<file path="src/rtl/bitproc_pkg.sv">
package bitproc_pkg;

    localparam int ADDR_W = 6;

    typedef enum logic [3:0] {
        OP_LD, OP_LDN, OP_AND, OP_ANDN, OP_OR, OP_ORN, OP_LDR, OP_LDF,
        OP_ANDBLK, OP_ORBLK, OP_OUT, OP_OUTN, OP_SET, OP_RST, OP_KEEP, OP_END
    } op_e;

    typedef struct packed {
        op_e               op;
        logic [ADDR_W-1:0] addr;
    } instr_t;

    typedef enum logic [1:0] {ST_LATCH, ST_EXEC, ST_HALT} state_e;

    function automatic instr_t mk(op_e o, int a);
        instr_t t;
        t.op   = o;
        t.addr = ADDR_W'(a);
        return t;
    endfunction

    function automatic logic is_load(op_e o);
        return (o == OP_LD) || (o == OP_LDN) || (o == OP_LDR) || (o == OP_LDF);
    endfunction

endpackage

</file>
<file path="src/rtl/bitproc_rom.sv">
module bitproc_rom
    import bitproc_pkg::*;
#(
    parameter int PROG      = 0,
    parameter int PC_W      = 6,
    parameter int STK_DEPTH = 8,
    parameter int NUM_IN    = 8,
    parameter int NUM_OUT   = 8
) (
    input  logic [PC_W-1:0] pc,
    output instr_t          ins
);
    localparam int RLY = NUM_IN + NUM_OUT;

    generate
        if (PROG == 0) begin : g_main
            always_comb begin
                case (int'(pc))
                    0:  ins = mk(OP_LD,   0);
                    1:  ins = mk(OP_AND,  1);
                    2:  ins = mk(OP_LD,   2);
                    3:  ins = mk(OP_ORN,  3);
                    4:  ins = mk(OP_ANDBLK, 0);
                    5:  ins = mk(OP_OUT,  NUM_IN + 0);
                    6:  ins = mk(OP_OUTN, NUM_IN + 1);
                    7:  ins = mk(OP_LD,   4);
                    8:  ins = mk(OP_SET,  NUM_IN + 2);
                    9:  ins = mk(OP_LD,   5);
                    10: ins = mk(OP_RST,  NUM_IN + 2);
                    11: ins = mk(OP_LD,   6);
                    12: ins = mk(OP_LD,   7);
                    13: ins = mk(OP_KEEP, NUM_IN + 3);
                    14: ins = mk(OP_LDR,  0);
                    15: ins = mk(OP_OUT,  NUM_IN + 4);
                    16: ins = mk(OP_LDF,  1);
                    17: ins = mk(OP_OUT,  NUM_IN + 5);
                    18: ins = mk(OP_LD,   2);
                    19: ins = mk(OP_ANDN, 3);
                    20: ins = mk(OP_LD,   4);
                    21: ins = mk(OP_OR,   5);
                    22: ins = mk(OP_ORBLK, 0);
                    23: ins = mk(OP_OUT,  NUM_IN + 6);
                    24: ins = mk(OP_LD,   0);
                    25: ins = mk(OP_OR,   RLY);
                    26: ins = mk(OP_ANDN, 7);
                    27: ins = mk(OP_OUT,  RLY);
                    28: ins = mk(OP_LD,   RLY);
                    29: ins = mk(OP_OUT,  NUM_IN + 7);
                    default: ins = mk(OP_END, 0);
                endcase
            end
        end else if (PROG == 1) begin : g_overflow
            always_comb ins = (int'(pc) < STK_DEPTH + 2) ? mk(OP_LD, 0) : mk(OP_END, 0);
        end else begin : g_underflow
            always_comb begin
                case (int'(pc))
                    0:       ins = mk(OP_LD, 0);
                    1:       ins = mk(OP_ORBLK, 0);
                    default: ins = mk(OP_END, 0);
                endcase
            end
        end
    endgenerate
endmodule

</file>
<file path="src/rtl/bitproc_table.sv">
module bitproc_table
    import bitproc_pkg::*;
#(
    parameter int NUM_IN  = 8,
    parameter int NUM_OUT = 8
) (
    input  logic               clk,
    input  logic               rst,
    input  logic               latch_en,
    input  logic [NUM_IN-1:0]  in_bits,
    input  logic               wr_en,
    input  logic [ADDR_W-1:0]  wr_addr,
    input  logic               wr_val,
    input  logic [ADDR_W-1:0]  rd_addr,
    output logic               rd_cur,
    output logic               rd_prv,
    input  logic               snap_en,
    output logic [NUM_OUT-1:0] out_view
);
    localparam int NBITS = 1 << ADDR_W;

    logic [NBITS-1:0] tbl;
    logic [NBITS-1:0] prv;

    always_ff @(posedge clk) begin
        if (rst) begin
            tbl <= '0;
            prv <= '0;
        end else begin
            if (latch_en)   tbl[NUM_IN-1:0] <= in_bits;
            else if (wr_en) tbl[wr_addr]    <= wr_val;
            if (snap_en)    prv <= tbl;
        end
    end

    assign rd_cur   = tbl[rd_addr];
    assign rd_prv   = prv[rd_addr];
    assign out_view = tbl[NUM_IN +: NUM_OUT];


    in_latch_chk: assert property (@(posedge clk) disable iff (rst)
        latch_en |=> tbl[NUM_IN-1:0] == $past(in_bits));
endmodule

</file>
<file path="src/rtl/bitproc_stack.sv">
module bitproc_stack #(
    parameter int DEPTH = 8
) (
    input  logic clk,
    input  logic rst,
    input  logic clr,
    input  logic push,
    input  logic pop,
    input  logic din,
    output logic top,
    output logic full,
    output logic empty
);
    localparam int SP_W  = $clog2(DEPTH + 1);
    localparam int IDX_W = $clog2(DEPTH);

    logic [DEPTH-1:0] mem;
    logic [SP_W-1:0]  sp;

    always_ff @(posedge clk) begin
        if (rst || clr) begin
            sp <= '0;
        end else if (push) begin
            mem[IDX_W'(sp)] <= din;
            sp <= sp + 1'b1;
        end else if (pop) begin
            sp <= sp - 1'b1;
        end
    end

    assign full  = (int'(sp) == DEPTH);
    assign empty = (sp == '0);
    assign top   = empty ? 1'b0 : mem[IDX_W'(sp - 1'b1)];


    no_overflow_chk: assert property (@(posedge clk) disable iff (rst)
        push |-> !full);

    no_underflow_chk: assert property (@(posedge clk) disable iff (rst)
        pop |-> !empty);
endmodule

</file>
<file path="src/rtl/bitproc_engine.sv">
module bitproc_engine
    import bitproc_pkg::*;
#(
    parameter int NUM_IN    = 8,
    parameter int NUM_OUT   = 8,
    parameter int STK_DEPTH = 8,
    parameter int PC_W      = 6,
    parameter int PROG      = 0
) (
    input  logic               clk,
    input  logic               rst,
    input  logic [NUM_IN-1:0]  in_bits,
    output logic [NUM_OUT-1:0] out_bits,
    output logic               scan_done,
    output logic               err
);
    state_e          state;
    logic [PC_W-1:0] pc;
    logic            acc, rung_done;
    instr_t          ins;

    logic rd_cur, rd_prv, stk_top, stk_full, stk_empty;
    logic stk_clr, stk_push, stk_pop;
    logic wr_en, wr_val, acc_n, rdone_n, fault, at_end, bitv;
    logic [NUM_OUT-1:0] out_view;

    bitproc_rom #(.PROG(PROG), .PC_W(PC_W), .STK_DEPTH(STK_DEPTH),
                  .NUM_IN(NUM_IN), .NUM_OUT(NUM_OUT)) rom_i (.pc(pc), .ins(ins));

    bitproc_table #(.NUM_IN(NUM_IN), .NUM_OUT(NUM_OUT)) tbl_i (
        .clk(clk), .rst(rst), .latch_en(state == ST_LATCH), .in_bits(in_bits),
        .wr_en(wr_en), .wr_addr(ins.addr), .wr_val(wr_val), .rd_addr(ins.addr),
        .rd_cur(rd_cur), .rd_prv(rd_prv), .snap_en(at_end), .out_view(out_view));

    bitproc_stack #(.DEPTH(STK_DEPTH)) stk_i (
        .clk(clk), .rst(rst), .clr(stk_clr), .push(stk_push), .pop(stk_pop),
        .din(acc), .top(stk_top), .full(stk_full), .empty(stk_empty));

    always_comb begin
        case (ins.op)
            OP_LDN:  bitv = ~rd_cur;
            OP_LDR:  bitv = rd_cur & ~rd_prv;
            OP_LDF:  bitv = ~rd_cur & rd_prv;
            default: bitv = rd_cur;
        endcase
    end

    always_comb begin
        acc_n    = acc;
        rdone_n  = rung_done;
        stk_clr  = 1'b0;
        stk_push = 1'b0;
        stk_pop  = 1'b0;
        wr_en    = 1'b0;
        wr_val   = 1'b0;
        fault    = 1'b0;
        at_end   = 1'b0;
        if (state == ST_EXEC) begin
            if (is_load(ins.op)) begin
                acc_n   = bitv;
                rdone_n = 1'b0;
                if (rung_done)     stk_clr  = 1'b1;
                else if (stk_full) fault    = 1'b1;
                else               stk_push = 1'b1;
            end else begin
                case (ins.op)
                    OP_AND:  acc_n = acc & rd_cur;
                    OP_ANDN: acc_n = acc & ~rd_cur;
                    OP_OR:   acc_n = acc | rd_cur;
                    OP_ORN:  acc_n = acc | ~rd_cur;
                    OP_ANDBLK, OP_ORBLK: begin
                        if (stk_empty) fault = 1'b1;
                        else begin
                            stk_pop = 1'b1;
                            acc_n   = (ins.op == OP_ANDBLK) ? (stk_top & acc) : (stk_top | acc);
                        end
                    end
                    OP_OUT:  begin wr_en = 1'b1; wr_val = acc;  rdone_n = 1'b1; end
                    OP_OUTN: begin wr_en = 1'b1; wr_val = ~acc; rdone_n = 1'b1; end
                    OP_SET:  begin wr_en = acc;  wr_val = 1'b1; rdone_n = 1'b1; end
                    OP_RST:  begin wr_en = acc;  wr_val = 1'b0; rdone_n = 1'b1; end
                    OP_KEEP: begin
                        if (stk_empty) fault = 1'b1;
                        else begin
                            stk_pop = 1'b1;
                            wr_en   = 1'b1;
                            wr_val  = acc ? 1'b0 : (stk_top | rd_cur);
                            rdone_n = 1'b1;
                        end
                    end
                    default: at_end = 1'b1;
                endcase
            end
        end
    end

    always_ff @(posedge clk) begin
        if (rst) begin
            state     <= ST_LATCH;
            pc        <= '0;
            acc       <= 1'b0;
            rung_done <= 1'b1;
            out_bits  <= '0;
            scan_done <= 1'b0;
            err       <= 1'b0;
        end else begin
            scan_done <= 1'b0;
            case (state)
                ST_LATCH: begin
                    pc        <= '0;
                    rung_done <= 1'b1;
                    state     <= ST_EXEC;
                end
                ST_EXEC: begin
                    if (fault) begin
                        err   <= 1'b1;
                        state <= ST_HALT;
                    end else if (at_end) begin
                        out_bits  <= out_view;
                        scan_done <= 1'b1;
                        state     <= ST_LATCH;
                    end else begin
                        acc       <= acc_n;
                        rung_done <= rdone_n;
                        pc        <= pc + 1'b1;
                    end
                end
                default: state <= ST_HALT;
            endcase
        end
    end


    out_hold_chk: assert property (@(posedge clk) disable iff (rst)
        !scan_done |-> $stable(out_bits));

    done_pulse_chk: assert property (@(posedge clk) disable iff (rst)
        scan_done |=> !scan_done);

    err_sticky_chk: assert property (@(posedge clk) disable iff (rst)
        err |=> (err && !scan_done));

    halt_silent_chk: assert property (@(posedge clk) disable iff (rst)
        (state == ST_HALT) |-> (err && !scan_done));
endmodule

</file>
<file path="config.mk">
export PLATFORM = sky130hd
export DESIGN_NAME = bitproc_engine
export DESIGN_NICKNAME = d
export VERILOG_FILES = /design/src/rtl/bitproc_pkg.sv /design/src/rtl/bitproc_rom.sv /design/src/rtl/bitproc_table.sv /design/src/rtl/bitproc_stack.sv /design/src/rtl/bitproc_engine.sv
export SDC_FILE = /design/constraint.sdc
export NUM_CORES = 1
export LEC_CHECK = 0
export ABC_AREA = 1
export BUFFER_PORTS_ARGS = -buffer_cell sky130_fd_sc_hd__buf_2
export CAP_MARGIN = 20
export CORE_AREA = 2 2 160 115
export DETAILED_ROUTE_END_ITERATION = 6
export DIE_AREA = 0 0 162 117
export GPL_TIMING_DRIVEN = 0
export PLACE_DENSITY = 0.52
export SLEW_MARGIN = 15
export SYNTH_ARGS = -nofsm -noshare
export SYNTH_HDL_FRONTEND = slang
export SYNTH_SLANG_ARGS = --single-unit
</file>
<file path="constraint.sdc">
create_clock -name clk -period 2.7 [get_ports clk]
set_clock_uncertainty 0.1 [all_clocks]
set_input_delay 0.54 -clock clk [delete_from_list [all_inputs] [get_ports clk]]
set_output_delay 0.54 -clock clk [all_outputs]
set_load 0.05 [all_outputs]
</file>
==> qor.log <==
qor: cells_and_area.multi_input_comb_area 0.00360 sq mm
qor: placement.postPlaceCellArea 0.00643 sq mm
qor: cells_and_area.antenna_fix_cells 0
qor: drt.detailedRoute.firstIterationViolations 455
qor: floorplan.rows 41
qor: logic_synthesis.syn_nets 855
qor: logic_synthesis.yosys_warnings 0
qor: power_and_ir_drop.ir_drop 0.273 mV
qor: drt.detail_route.first_pass.iterations 5
qor: clocking.clock_path_buffers 2
qor: cells_and_area.fillerInstances 1879
qor: floorplan.initial_core_util 0.344
qor: hold_path.worstHoldEndpoint tbl_i.tbl[5]
qor: drt.viasPerCell 5.01
qor: sta.slew_viol_final 0
qor: worst_setup_path.worstPathMaxFanout 10
qor: clocking.tritoncts yes
qor: sta.fmax 0.384 GHz
qor: logic_synthesis.yosysUniqueCellTypes 48
qor: sta.finalWorstPathRequiredPeriod 2.60 ns
qor: drt.antenna_violating_nets_left 0
qor: cells_and_area.layout_commonest_cell sky130_fd_sc_hd__nand2_1
qor: sta.grt_setup_unrepaired yes
qor: sta.postLayoutSetupSlackWorst 0.0965 ns
qor: placement.post-dp-hpwl 13.0 mm
qor: cells_and_area.layout.area.seq 0.00219 sq mm
qor: clocking.clock_sink_count 105
qor: job.max_cap_violations 0
qor: sta.setup_violations 0
qor: drt.drt-wirelength-per-cell 16.0 um
qor: placement.io_buffers 19
qor: clocking.postCtsHoldBufs 0
qor: cells_and_area.final_non_filler_cell_area 0.00719 sq mm
qor: global_route.grt_max_degree 18
qor: worst_setup_path.worst-endpoint-arrival 2.74 ns
qor: worst_setup_path.reg2regPathDepth 14
qor: global_route.grt.total_usage 0.195
qor: worst_setup_path.timing.critical_path.from_type flip-flop
qor: logic_synthesis.post_synth_edffs 8
qor: hold_path.worstHoldPathType in -> reg
qor: power_and_ir_drop.power.static_leakage 2.89 nW
qor: placement.pre_cts_slack -0.493 ns
qor: sta.worst_slew_pin_slew 0.676 ns
qor: worst_setup_path.cp.required 2.84 ns
qor: placement.gp_congestion 0.869
qor: floorplan.boundaryPins 20
qor: cells_and_area.final_nets 906
qor: global_route.initial_antenna_violation_count 0
qor: global_route.grt_pass1_vias 5050
qor: cells_and_area.drive_gt1_frac 0.218
qor: logic_synthesis.dominantRegCellSynth sky130_fd_sc_hd__dfxtp_1
qor: clocking.clkSlewWorstSetupHoldPaths 0.08 ns
qor: logic_synthesis.post_synth_instance_area 0.00604 sq mm
qor: worst_setup_path.worst-r2r-setup-slack 0.1 ns
qor: floorplan.die_y 117 um
qor: cells_and_area.mostFrequentLayoutCells sky130_fd_sc_hd__nand2_1 (161), sky130_fd_sc_hd__nor2_1 (133), sky130_fd_sc_hd__dfxtp_1 (93)
qor: global_route.overflow 0
qor: worst_setup_path.timing_worst_setup_path_type reg -> reg
qor: cells_and_area.syn2layout_area_growth 19.1%
qor: global_route.grt_pass1_wl 28.6 mm
qor: hold_path.hold-path-cell-count 3
qor: worst_setup_path.crit-reg2reg-capture tbl_i.tbl[20]
qor: power_and_ir_drop.power.density 448 mW/mm^2
qor: logic_synthesis.ys_seq_area_frac 0.361
qor: logic_synthesis.synth-async-reset-ratio 0
qor: worst_setup_path.crit_path_end_kind flip-flop
qor: drt.total_wire_length 18.0 mm
qor: clocking.worstSkewPairLatency 0.36 ns
qor: drt.detail_route.drc_violations 0
qor: floorplan.die_area 0.0190 sq mm
qor: drt.number_of_vias_after_detailed_routing 5645
qor: floorplan.floorplan.core_area 0.0175 sq mm
qor: hold_path.holdCritStartpoint in_bits[5]
qor: clocking.cts_inserted_buffers 9
qor: sta.finalHoldViolations 0
qor: worst_setup_path.timing.rr.start pc[5]
qor: sta.layout_worst_path_cycle_share 0.964
qor: logic_synthesis.syn_avg_cell_area 7.24 sq um
qor: logic_synthesis.synth_seq_cells 105
qor: floorplan.die_span_x 162 um
qor: sta.normalized_max_slew_margin 0.549
qor: clocking.clk_root_buffer_cell sky130_fd_sc_hd__clkbuf_16
qor: clocking.htree_num_levels 3
qor: status.run_status complete, no violations
qor: logic_synthesis.synthCells 834
per-layer routing:
metal  GRT usage  wire length [um]  vias up
met5           0                 0        -
met3      0.0317               961       14
met4      0.0454               187        0
met2       0.273              6980      157
met1       0.308              9840     2637
li1            -                 -     2837
cell families after synthesis:
group                    count (synthesis)  synth area share
AO/OA/AOI/OAI                          164             0.188
XOR/XNOR                                 6           0.00870
adder cells (fa/ha/maj)                 11            0.0228
buffers and inverters                  102            0.0821
flip-flops                             105             0.361
AND/OR/NAND/NOR                        446             0.337
registers in the layout, indices dropped and copies added (netlist names), 2 cells and up, named ones only:
register,count
tbl_i.prv,32
tbl_i.tbl,32
out_bits,8
stk_i.mem,8
pc,6
stk_i.sp,4
state,2
cell type report:
cell class / count / share of cell area
clock buffer: 12 / 0.0372
clock inverter: 4 / 0.00435
inverter: 71 / 0.0426
buffer: 30 / 0.0303
tap: 236 / 0.0411
multi-input combinational: 627 / 0.501
sequential: 105 / 0.304
timing repair buffer: 41 / 0.0397
power breakdown:
| group | total, mW | leakage, nW | internal, mW | switching (mW) |
|---|---|---|---|---|
| logic | 0.269 | 1.88 | 0.0918 | 0.177 |
| clock network | 1.34 | 0.149 | 0.716 | 0.627 |
| registers | 1.61 | 0.860 | 1.58 | 0.0227 |
how the worst max path moves through the flow:
stage           startpoint            end  slack [ns]  depth (start not counted)
4_1_cts        stk_i.sp[0]      flip-flop        0.01                         20
3_3_place_gp      state[0]      flip-flop       -0.52                         17
5_1_grt              pc[5]      flip-flop       -0.05                         21
6_report             pc[5]  tbl_i.tbl[20]         0.1                         14
3_5_place_dp      state[0]      flip-flop       -0.49                         17
2_1_floorplan  stk_i.sp[0]      flip-flop        0.11                         19
critical path, cell delays in order (launching register included):
cell and delay (ns):
sky130_fd_sc_hd__dfxtp_2 0.33, sky130_fd_sc_hd__buf_12 0.15, sky130_fd_sc_hd__nor2_1 0.42, sky130_fd_sc_hd__inv_1 0.26
sky130_fd_sc_hd__nand3_1 0.17, sky130_fd_sc_hd__nand3_2 0.17, sky130_fd_sc_hd__nand2_4 0.14, sky130_fd_sc_hd__nand2_1 0.06
sky130_fd_sc_hd__nand2_1 0.05, sky130_fd_sc_hd__nand2_1 0.05, sky130_fd_sc_hd__nand2_2 0.07, sky130_fd_sc_hd__nand2_4 0.10
sky130_fd_sc_hd__nand2_8 0.15, sky130_fd_sc_hd__buf_12 0.19, sky130_fd_sc_hd__a21oi_4 0.06
timing repair:
action / CTS / global route
setup buffers: 7 / 14
endpoints found under the setup margin: 9 / 32
pin swaps: 4 / 13
gates cloned: 0 / 1
resized for setup: 26 / 54
Yosys cell counts (5+ instances only):
cell / instances / share of area
sky130_fd_sc_hd__a21oi_4: 21 / 0.057
sky130_fd_sc_hd__inv_2: 8 / 0.0050
sky130_fd_sc_hd__xor2_1: 5 / 0.0073
sky130_fd_sc_hd__nor3_1: 14 / 0.012
sky130_fd_sc_hd__a31oi_1: 8 / 0.0083
sky130_fd_sc_hd__a21oi_1: 36 / 0.030
sky130_fd_sc_hd__edfxtp_1: 8 / 0.040
sky130_fd_sc_hd__inv_1: 57 / 0.035
sky130_fd_sc_hd__clkbuf_1: 16 / 0.0099
sky130_fd_sc_hd__nand2_1: 168 / 0.10
sky130_fd_sc_hd__nand2_2: 11 / 0.011
sky130_fd_sc_hd__o21ai_0: 66 / 0.055
sky130_fd_sc_hd__a22oi_1: 6 / 0.0075
sky130_fd_sc_hd__nand3_1: 60 / 0.050
sky130_fd_sc_hd__nand2_4: 8 / 0.015
sky130_fd_sc_hd__buf_6: 6 / 0.011
sky130_fd_sc_hd__nor2_1: 152 / 0.095
sky130_fd_sc_hd__nor2_4: 6 / 0.011
sky130_fd_sc_hd__nor2_2: 5 / 0.0052
sky130_fd_sc_hd__o21ai_1: 11 / 0.0091
sky130_fd_sc_hd__dfxtp_1: 97 / 0.32
sky130_fd_sc_hd__ha_1: 11 / 0.023
sky130_fd_sc_hd__nand4_1: 11 / 0.011
metrics by stage:
| step | TNS, ns | total power, mW | util | std cells | hold WS, ns |
|---|---|---|---|---|---|
| final | 0 | 3.22 | 0.410 | 1126 | 0.351 |
| after global placement | -3.16 | 1.87 | 0.366 | 1089 | 0.336 |
| after global routing | -0.284 | 3.33 | 0.410 | 1126 | 0.356 |
| after CTS | 0 | 3.22 | 0.392 | 1112 | 0.349 |
| after floorplan | 0 | 1.79 | - | 834 | 0.323 |
| after detailed placement | -2.93 | 1.87 | 0.366 | 1089 | 0.337 |
No activity file was read; power rests on OpenSTA's default activity.
